$ cat src/rtl/imm_alu_pkg.sv
package imm_alu_pkg;
  localparam int XLEN = 32;
  localparam int ILEN = 16;
  localparam int OPW  = 6;

  typedef enum logic [OPW-1:0] {
    OP_ADDT = 6'h08,
    OP_ADDN = 6'h09,
    OP_LTS  = 6'h0A,
    OP_LTU  = 6'h0B,
    OP_AND  = 6'h0C,
    OP_OR   = 6'h0D,
    OP_XOR  = 6'h0E,
    OP_UPR  = 6'h0F
  } imm_op_e;

  typedef enum logic [1:0] {EXT_SIGN, EXT_ZERO, EXT_HIGH} ext_e;

  typedef struct packed {
    logic            known;
    logic            trap_on_ovf;
    ext_e            ext;
    logic [2:0]      fn;
  } dec_t;

  localparam logic [2:0] FN_ADD = 3'd0;
  localparam logic [2:0] FN_LTS = 3'd1;
  localparam logic [2:0] FN_LTU = 3'd2;
  localparam logic [2:0] FN_AND = 3'd3;
  localparam logic [2:0] FN_OR  = 3'd4;
  localparam logic [2:0] FN_XOR = 3'd5;
  localparam logic [2:0] FN_PASS = 3'd6;

  function automatic logic add_overflows(logic [XLEN-1:0] a, logic [XLEN-1:0] b);
    logic [XLEN-1:0] s;
    s = a + b;
    return (a[XLEN-1] == b[XLEN-1]) && (s[XLEN-1] != a[XLEN-1]);
  endfunction

  function automatic logic signed_less(logic [XLEN-1:0] a, logic [XLEN-1:0] b);
    return $signed(a) < $signed(b);
  endfunction
endpackage

$ cat src/rtl/imm_alu_decode.sv
module imm_alu_decode
  import imm_alu_pkg::*;
(
  input  logic [OPW-1:0] op,
  output dec_t           dec
);
  always_comb begin
    dec = '{known: 1'b1, trap_on_ovf: 1'b0, ext: EXT_SIGN, fn: FN_ADD};
    case (op)
      OP_ADDT: dec.trap_on_ovf = 1'b1;
      OP_ADDN: ;
      OP_LTS:  dec.fn = FN_LTS;
      OP_LTU:  dec.fn = FN_LTU;
      OP_AND:  begin dec.fn = FN_AND; dec.ext = EXT_ZERO; end
      OP_OR:   begin dec.fn = FN_OR;  dec.ext = EXT_ZERO; end
      OP_XOR:  begin dec.fn = FN_XOR; dec.ext = EXT_ZERO; end
      OP_UPR:  begin dec.fn = FN_PASS; dec.ext = EXT_HIGH; end
      default: dec.known = 1'b0;
    endcase
  end
endmodule

$ cat src/rtl/imm_alu_extend.sv
module imm_alu_extend
  import imm_alu_pkg::*;
#(
  parameter int W  = XLEN,
  parameter int IW = ILEN
) (
  input  logic [IW-1:0] imm,
  input  ext_e          mode,
  output logic [W-1:0]  opnd
);
  localparam int PAD = W - IW;
  always_comb begin
    case (mode)
      EXT_ZERO: opnd = {{PAD{1'b0}}, imm};
      EXT_HIGH: opnd = {imm, {PAD{1'b0}}};
      default:  opnd = {{PAD{imm[IW-1]}}, imm};
    endcase
  end

  always_comb begin
    if (mode == EXT_HIGH) assert_high_low_zero_R7: assert (opnd[PAD-1:0] == '0);
  end
endmodule

$ cat src/rtl/imm_alu_core.sv
module imm_alu_core
  import imm_alu_pkg::*;
#(
  parameter int W = XLEN
) (
  input  logic [W-1:0] a,
  input  logic [W-1:0] b,
  input  logic [2:0]   fn,
  output logic [W-1:0] y,
  output logic         ovf
);
  logic [W-1:0] sum;
  assign sum = a + b;
  assign ovf = (fn == FN_ADD) && add_overflows(a, b);

  always_comb begin
    case (fn)
      FN_ADD:  y = sum;
      FN_LTS:  y = {{(W-1){1'b0}}, signed_less(a, b)};
      FN_LTU:  y = {{(W-1){1'b0}}, (a < b)};
      FN_AND:  y = a & b;
      FN_OR:   y = a | b;
      FN_XOR:  y = a ^ b;
      default: y = b;
    endcase
  end

  always_comb begin
    if (fn == FN_LTS || fn == FN_LTU) assert_cmp_bool_R5: assert (y[W-1:1] == '0);
  end
endmodule

$ cat src/rtl/imm_alu_top.sv
module imm_alu_top
  import imm_alu_pkg::*;
(
  input  logic              clk,
  input  logic              rst_n,
  input  logic              in_valid,
  input  logic [OPW-1:0]    in_op,
  input  logic [XLEN-1:0]   in_src,
  input  logic [ILEN-1:0]   in_imm,
  output logic              out_valid,
  output logic [XLEN-1:0]   out_result,
  output logic              out_wr_en,
  output logic              out_fault
);
  dec_t            dec;
  logic [XLEN-1:0] ext_opnd;
  logic [XLEN-1:0] alu_y;
  logic            alu_ovf;
  logic            fault_evt;
  logic            write_evt;

  imm_alu_decode u_dec (.op(in_op), .dec(dec));
  imm_alu_extend #(.W(XLEN), .IW(ILEN)) u_ext (.imm(in_imm), .mode(dec.ext), .opnd(ext_opnd));
  imm_alu_core   #(.W(XLEN)) u_core (.a(in_src), .b(ext_opnd), .fn(dec.fn), .y(alu_y), .ovf(alu_ovf));

  assign fault_evt = in_valid && dec.known && dec.trap_on_ovf && alu_ovf;
  assign write_evt = in_valid && dec.known && !fault_evt;

  always_ff @(posedge clk) begin
    if (!rst_n) begin
      out_valid  <= 1'b0;
      out_wr_en  <= 1'b0;
      out_fault  <= 1'b0;
      out_result <= '0;
    end else begin
      out_valid  <= in_valid;
      out_wr_en  <= write_evt;
      out_fault  <= fault_evt;
      out_result <= alu_y;
    end
  end

  assert_fault_blocks_write_R3: assert property (@(posedge clk) disable iff (!rst_n)
    out_fault |-> !out_wr_en);
  assert_valid_follows_R2: assert property (@(posedge clk) disable iff (!rst_n)
    in_valid |=> out_valid);
  assert_idle_quiet_R2: assert property (@(posedge clk) disable iff (!rst_n)
    !out_valid |-> (!out_wr_en && !out_fault));
  assert_no_overflow_R4: assert property (@(posedge clk) disable iff (!rst_n)
    (in_valid && in_op == OP_ADDN) |=> (out_wr_en && !out_fault));
  assert_unknown_silent_R8: assert property (@(posedge clk) disable iff (!rst_n)
    (in_valid && (in_op < 6'h08 || in_op > 6'h0F)) |=> (!out_wr_en && !out_fault));
endmodule

$ cat config.mk
export PLATFORM = sky130hd
export DESIGN_NAME = imm_alu_top
export DESIGN_NICKNAME = d
export VERILOG_FILES = /design/src/rtl/imm_alu_pkg.sv /design/src/rtl/imm_alu_decode.sv /design/src/rtl/imm_alu_extend.sv /design/src/rtl/imm_alu_core.sv /design/src/rtl/imm_alu_top.sv
export SDC_FILE = /design/constraint.sdc
export NUM_CORES = 1
export LEC_CHECK = 0
export ABC_CLOCK_PERIOD_IN_PS = 12700
export BUFFER_PORTS_ARGS = -buffer_cell sky130_fd_sc_hd__buf_2
export CAP_MARGIN = 20
export CORE_UTILIZATION = 50
export DETAILED_ROUTE_END_ITERATION = 16
export PLACE_DENSITY_LB_ADDON = 0.12
export SLEW_MARGIN = 10
export SYNTH_ARGS = -nofsm -noshare
export SYNTH_HDL_FRONTEND = slang
export SYNTH_SLANG_ARGS = --single-unit
export TNS_END_PERCENT = 10
$ cat constraint.sdc
create_clock -name clk -period 12.7 [get_ports clk]
set_input_delay 1.905 -clock clk [delete_from_list [all_inputs] [get_ports clk]]
set_output_delay 1.905 -clock clk [all_outputs]
set_load 0.01 [all_outputs]
# Yosys cells after proc, flatten, opt, wreduce, memory -nomap -nowiden
# Cells that the tools add are included.
# classes
n_addsub	1
magnitude_cmp	2
eq_ne	17
n_mux	6
n_bitwise	3
reduce_logical	10
# op_table
cell	count
one-hot mux 32 bit (6 select lines)	1
< comparator 32 bit	2
one-hot mux 32 bit (2 select lines)	1
== test 6 x 4 -> 1 bit (second input constant)	8
adder 32 bit	1
bitwise AND 32 bit	1
bitwise OR 32 bit	1
XOR 32 bit	1
one-hot mux 3 bit (6 select lines)	1
OR reduction 8 bit	1
== test 3 x 2 -> 1 bit (second input constant)	2
== test 3 bit (second input constant)	2
logical AND 1 bit	6
one-hot mux 2 bit (2 select lines)	1
== test 3 x 1 -> 1 bit (second input constant)	1
logical NOT 3 bit	1
OR reduction 3 bit	1
== test 2 x 1 -> 1 bit (second input constant)	1
== test 2 bit (second input constant)	1
two-way mux 1 bit	2
== test 1 bit	1
logical NOT 1 bit	1
inequality test 1 bit	1
# totals
register_bits	35
inputBits	57
out_inout_bits	35
elab_cells	43

# Longest topological paths before layout
# Gate-level depths: netlist of the first run.
# logic_depth
ltp_word	12
mapped_depth	21
mapped_depth_nobuf	18

# By module
# Synthesis of the first run repeated with hierarchy kept, for this count alone.
# unflattened
cells_unflattened	785
area_unflattened_um2	5921.9
# modules_own_cells
mod	instances	cells_each	area_each_um2	seq_area_each_um2
imm_alu_core	1	654	4533.1	0.0
imm_alu_top	1	75	980.9	700.7
imm_alu_extend	1	43	321.6	0.0
imm_alu_decode	1	13	86.3	0.0

# Least setup slack after synthesis of the first run
# Ideal clock, no wire load.
# synth_path
path_type	input port to flip-flop
from	input in_op[5]
to	register out_result[0]
setup_ns	0.120
arrival_time_ns	6.470
t_required_ns	12.580
path_slack_ns	6.110
path_stages	20
cell_sequence	nor3b_1 > and2_1 > buf_2 > nand3_1 > inv_1 > buf_1 > ha_1 > nor2b_1 > clkbuf_1 > a21oi_1 > ha_1 > buf_2 > or4_1 > or4b_1 > nor3_1 > o31ai_1 > o2111ai_1 > a21o_1 > nor4_1 > a211o_1
# synth_via
elab_chain_len	7
elab_cells_between_ends	25
# synth_lines
element	line	source
start, declared	imm_alu_top.sv:7	input logic [OPW-1:0] in_op,
== test 6 x 4 -> 1 bit	imm_alu_decode.sv:9	case (op)
OR reduction 3 bit (no line)	--	
one-hot mux 2 bit (2 select lines)	imm_alu_decode.sv:9	
== test 2 bit / == test 2 x 1 -> 1 bit (equally long branches)	imm_alu_extend.sv:13	case (mode)
one-hot mux 32 bit (2 select lines)	imm_alu_extend.sv:13	
adder 32 bit (tied with other cells)	imm_alu_core.sv:13	assign sum = a + b;
one-hot mux 32 bit (6 select lines) (*)	imm_alu_core.sv:17	case (fn)
end signal, assigned	imm_alu_top.sv:39	out_result <= alu_y;
end, declared	imm_alu_top.sv:11	output logic [XLEN-1:0] out_result,
# Every way passes the cells marked *; elsewhere a longest branch is shown, timed or not.
# A chain may end at the register's enable or synchronous reset.

# Final worst setup path of the first run
# layout_path
from	input in_op[5]
to	register out_result[30]
# layout_via
elab_chain_len	7
elab_cells_between_ends	23
# layout_lines
element	line
== test 6 x 4 -> 1 bit	imm_alu_decode.sv:9
OR reduction 3 bit (no line)	--
one-hot mux 2 bit (2 select lines)	imm_alu_decode.sv:9
== test 2 bit / == test 2 x 1 -> 1 bit (equally long branches)	imm_alu_extend.sv:13
one-hot mux 32 bit (2 select lines)	imm_alu_extend.sv:13
adder 32 bit (tied with other cells)	imm_alu_core.sv:13
one-hot mux 32 bit (6 select lines) (*)	imm_alu_core.sv:17
# Marks and branches as above.

==> results of run 1 <==
[final timing paths]
path | from | to | slack, ns | cells after the start
setup / recovery | in_op[5] | out_result[30] | 5.01 | 19
hold / removal | in_valid | out_valid | 1.84 | 2
[area by class of cell]
type                       instances  area (sq um)  area share (%)
inverter                          83         311.5           5.470
multi-input combinational        543          3914           68.72
clock inverter                     2         35.03          0.6151
timing repair buffer              95         485.5           8.524
sequential                        35         700.7           12.30
tap                              133         166.4           2.922
clock buffer                       6         82.58           1.450
[report_power, final]
| group | internal [uW] | leakage, uW | switching [uW] | total (uW) |
|---|---|---|---|---|
| clock | 63.7 | 0.0000612 | 50.5 | 114 |
| combinational | 89.2 | 0.00251 | 141 | 230 |
| sequential | 125 | 0.000291 | 3.83 | 129 |
[logic make-up after synthesis]
logic type                 count (synthesis)  synth area share (%)
AOI/OAI and AO/OA                        246                 32.92
and+or+nand+nor                          176                 16.18
buffers and inverters                    128                 9.526
adders and majority gates                 86                 21.26
DFF                                       35                 13.75
xor gates and xnor gates                  21                 3.609
muxes                                     14                 2.750
[per-layer routing]
layer	up-vias	part of all wire [%]	track usage, %	wire length (microns)
met1	2636	43	44.18	7324
met2	333	45	53.95	7760
met3	42	9.3	4.000	1602
li1	2649	-	-	-
met4	0	2.6	10.73	447
met5	-	0	0	0
[per-stage QoR]
| stage | power [uW] | cell area (sq um) | util, % | cells | worst slack [ns] |
|---|---|---|---|---|---|
| 3_5_place_dp | 355.2 | 5578 | 56.80 | 889 | 4.877 |
| 2_1_floorplan | 286.6 | 5096 | - | 706 | 6.110 |
| 6_report | 473.3 | 5695 | 58.00 | 897 | 5.014 |
| 4_1_cts | 469.2 | 5695 | 58.00 | 897 | 5.220 |
| 5_1_grt | 500.6 | 5695 | 58.00 | 897 | 4.693 |
| 3_3_place_gp | 351.9 | 5578 | 56.80 | 889 | 5.072 |
[synth_stat cells, types with 7 or more instances]
cell type  count  area [sq um]
ha_1          85          1064
inv_1         83         311.6
a21oi_1       80         400.4
nand2_1       61         229.0
nor2_1        49         183.9
dfxtp_1       35         700.7
o21ai_0       34         170.2
clkbuf_1      31         116.4
o221ai_1      22         192.7
a221oi_1      17         148.9
mux2i_1       14         140.1
xnor2_1       12         105.1
a211oi_1      11         82.58
a21o_1        11         82.58
nand3_1       11         55.05
buf_1         10         37.54
nor3_1        10         50.05
o22ai_1       10         62.56
xor2_1         9         78.83
a221o_1        7         70.07
a31oi_1        7         43.79
and2_1         7         43.79
and3_1         7         43.79
[registers in the layout, indices dropped and copies added, names as in the netlist]
name,count
out_fault,1
out_result,32
out_valid,1
out_wr_en,1
==> impl_metrics.ini, run 1 <==
[placed_design]
dp_hpwl_microns = 12810
portBuffers = 91
gp_congestion = 0.9939

[global_routing]
antenna_found_initial = 0
grt_pass1_wl_microns = 26630
first_global_vias = 5159
grt_overflow = 0
grt_use_total_pct = 32.73
grt_max_degree = 61

[synthesis]
seq_area_frac_synth_pct = 13.75
ys_warn_count = 0
syn_area_sq_um = 5096
yosysUniqueCellTypes = 60
ys_dominant_reg_cell = dfxtp_1
synthesis.nets = 849
synth_edf_count = 0
synth.ff_latch_count = 35
netlist_instances = 706
post_synth.cell_area_avg_sq_um = 7.218
async_flop_share_pct = 0

[clocking]
post_cts_buffers = 0
htree_levels = 2
hold_buffers = 0
clkSinkCount = 35
cts_tree = built
cts_resized = 0
cts_max_path_buffers = 2
cts_buffers = 5
cts_root_buffer = clkbuf_8
cts.clk_slew.worst_paths_ns = 0.09

[setup_path]
cp_num_buf_inv = 4
path_cells = buf_2 > nor3b_1 > and2_1 > buf_4 > nand3_1 > inv_1 > ha_1 > nor2b_1 > buf_4 > a21oi_1 > ha_1 > nand3_1 > nor4_1 > and2_1 > a31oi_1 > a21oi_1 > o2111ai_1 > a2111o_1 > nand3_1
start_kind = input pin
crit_top_cell = nand3_1
crit_type = input pin to flop
slowest_stage = inv_1
arrival_ns = 7.94
cp-end-kind = flop
slowest_delay_ns = 0.90
cp_top_family = simple AND/OR/NAND/NOR gates
crit_fanout = 26
required_ns = 12.96

[run]
cap_violations = 0

[timing]
holdWs_ns = 1.838
setup_tns_ns = 0
finalCritPeriodShare_pct = 60.52
slew_headroom_pct = 27.01
worst_pin_slew_ns = 1.095
fmax_mhz = 130.1
hold_violations = 0
finalSetupViolCount = 0
rsz0062_at_grt = no
finalCriticalPeriod_ns = 7.686
slew_violations = 0

[die]
dieArea_sq_um = 10600
die_h_microns = 103.0
io_pins = 92
start_util_pct = 51.90
row_count = 36
die_x_microns = 103.0
fp.coreArea_sq_um = 9819

[power_and_ir_drop]
vdd_drop_max_mv = 0.04862
p_leak_uw = 0.002864
pwr_density_cell_nw_per_um2 = 83.10

[drt]
routedWlPerCell_microns = 19.10
ant_nets = 0
drt_iter0_drc = 496
vias_per_cell = 6.310
via_count = 5660
drc_errors = 0
wl_microns = 17130
dr.pass1.iters = 6

[min_path]
worstHoldPathType = input pin to flop

[run_status]
status = finished clean

[layout]
layout-drive-gt1-share_pct = 15.05
nets = 906
final_cell_mix = buf_2 (91), ha_1 (85), inv_1 (83)
area_delta_synth_final_pct = 11.76
mostFrequentLayoutCell = buf_2
insertedDiodeCount = 0
fillers = 996
(Power assumes the default switching activity.)
==> run 2: changes to the inputs <==
--- a/config.mk
+++ b/config.mk
@@ -5,7 +5,7 @@
 export SDC_FILE = /design/constraint.sdc
 export NUM_CORES = 1
 export LEC_CHECK = 0
-export ABC_CLOCK_PERIOD_IN_PS = 12700
+export ABC_CLOCK_PERIOD_IN_PS = 6700
 export BUFFER_PORTS_ARGS = -buffer_cell sky130_fd_sc_hd__buf_2
 export CAP_MARGIN = 20
 export CORE_UTILIZATION = 50
==> constraint.sdc (replaced) <==
create_clock -name clk -period 6.7 [get_ports clk]
set_input_delay 1.005 -clock clk [delete_from_list [all_inputs] [get_ports clk]]
set_output_delay 1.005 -clock clk [all_outputs]
set_load 0.01 [all_outputs]
==> run 2 against run 1 <==
  * Non-clock buffer count increased by 6
  * Die area unchanged
  * Routed wire length is 4.5% higher
  * Sequential power is 89% higher
  * Critical path type unchanged
  * Via count decreased by 0.58%
  * First-iteration DRC count decreased by 28%
  * Worst hold slack lost 0.88 ns
  * Design area up 0.29%
  * Critical endpoint is now out_result[18]
  * Worst setup slack got worse by 3.7 ns
  * Global-route usage up 1.7 points
  * Final cell count rose by 0.67%
==> impl_metrics.ini, run 2 (synthesized netlist as in run 1, its figures left out) <==
[timing]
fmax_mhz = 185.7
slew_violations = 0
finalSetupViolCount = 0
hold_violations = 0
finalCritPeriodShare_pct = 80.36
rsz0062_at_grt = no
worst_pin_slew_ns = 0.9788
setup_tns_ns = 0
finalCriticalPeriod_ns = 5.384
slew_headroom_pct = 34.68

[drt]
dr.pass1.iters = 5
wl_microns = 17900
drc_errors = 0
ant_nets = 0
vias_per_cell = 6.231
routedWlPerCell_microns = 19.82
via_count = 5627
drt_iter0_drc = 357

[min_path]
hold_start = in_valid
holdPathEnd = out_valid
worstHoldPathType = input pin to flop
hold-path-cell-count = 2

[layout]
layout-drive-gt1-share_pct = 15.45
largest_reg_flops = 32
top_register = out_result
final_cell_mix = buf_2 (91), ha_1 (85), inv_1 (83)
seqCellArea_sq_um = 700.7
area_delta_synth_final_pct = 12.08
fillers = 1003
layoutNonFillerInstCount = 903
mostFrequentLayoutCell = buf_2
insertedDiodeCount = 0
multiInputGateArea_sq_um = 3914
stdcell_area_sq_um = 5712
nets = 912

[die]
row_count = 36
dieArea_sq_um = 10600
start_util_pct = 51.90
die_h_microns = 103.0
die_x_microns = 103.0
fp.coreArea_sq_um = 9819
io_pins = 92

[placed_design]
gp_congestion = 0.9726
dp_hpwl_microns = 13210
placed_cells = 894
place_area_sq_um = 5615
portBuffers = 91

[global_routing]
first_global_vias = 5010
antenna_found_initial = 0
grt_max_degree = 59
grt_overflow = 0
grt_pass1_wl_microns = 27470
grt_use_total_pct = 34.41

[clocking]
htree_levels = 2
cts_tree = built
clkSinkCount = 35
hold_buffers = 0
cts_resized = 0
cts_root_buffer = clkbuf_8
cts.clk_slew.worst_paths_ns = 0.07
post_cts_buffers = 0
cts_buffers = 5
cts_max_path_buffers = 2

[power_and_ir_drop]
pwr_density_cell_nw_per_um2 = 148.5
p_leak_uw = 0.002877
vdd_drop_max_mv = 0.07249

[run]
cap_violations = 0

[setup_path]
arrival_ns = 5.62
required_ns = 6.94
crit_fanout = 16
start_kind = input pin
crit_type = input pin to flop
cp-end-kind = flop

[run_status]
status = finished clean
run 2: cell types whose count changed in the layout (fill, tap and decap cells not counted):
cell and delta:
buf_4 +5, buf_8 +1, bufinv_16 -1, clkbuf_1 +2
clkbuf_8 -1
run 2: worst max-delay path, stage by stage:
cell and delay (ns):
buf_2 0.10, nor3b_1 0.21, buf_4 0.18, nand2_1 0.14, a21oi_1 0.25, ha_1 0.36, or2_2 0.44, and2_1 0.25
ha_1 0.24, fa_1 0.42, a21o_1 0.21, a221o_1 0.35, a31o_4 0.30, a31o_4 0.27, a211oi_4 0.32, o21ai_2 0.11
or3_1 0.38, o211ai_2 0.06
run 2: per-stage QoR:
stage                     hold slack [ns]  utilization, %  setup slack [ns]  total power (uW)
after floorplan                     1.149               -             1.010             543.2
after global placement              1.257           57.19             1.168             674.0
after detailed placement            1.257           57.19             1.056             678.9
after CTS                          0.9350           58.01             1.363             848.0
after global routing               0.9600           58.17             1.054             911.6
final                              0.9541           58.17             1.316             848.1
run 2: layout make-up:
| cell class | instances | area share (%) |
|---|---|---|
| clock buffer | 7 | 1.336 |
| clock inverter | 1 | 0.08762 |
| inverter | 83 | 5.455 |
| multi-input combinational | 543 | 68.52 |
| sequential | 35 | 12.27 |
| tap | 133 | 2.913 |
| timing repair buffer | 101 | 9.419 |
run 2: worst max path at each step:
stage / start / end / cells after the start / slack, ns
2_1_floorplan: in_op[5] / out_result[0] / 20 / 1.01
3_3_place_gp: in_op[5] / out_result[16] / 18 / 1.17
3_5_place_dp: in_op[5] / out_result[18] / 18 / 1.06
4_1_cts: in_op[5] / out_result[18] / 18 / 1.36
5_1_grt: in_op[5] / out_result[18] / 18 / 1.05
6_report: in_op[5] / out_result[18] / 18 / 1.32
run 2: where the power goes:
group	switching [uW]	total, uW	leakage [uW]	internal, uW
sequential	7.05	244	0.000291	237
clock	89.0	162	0.0000422	73.2
combinational	271	442	0.00254	171
total	367	848	0.00288	481
run 2: routing by layer:
layer	part of all wire [%]	routed length (microns)	global-route usage (%)	vias to the layer above
met5	0	0	0	-
li1	-	-	-	2667
met2	45	8020	53.74	282
met1	45	8036	48.45	2643
met4	2.4	436	12.68	0
met3	7.8	1402	3.932	35
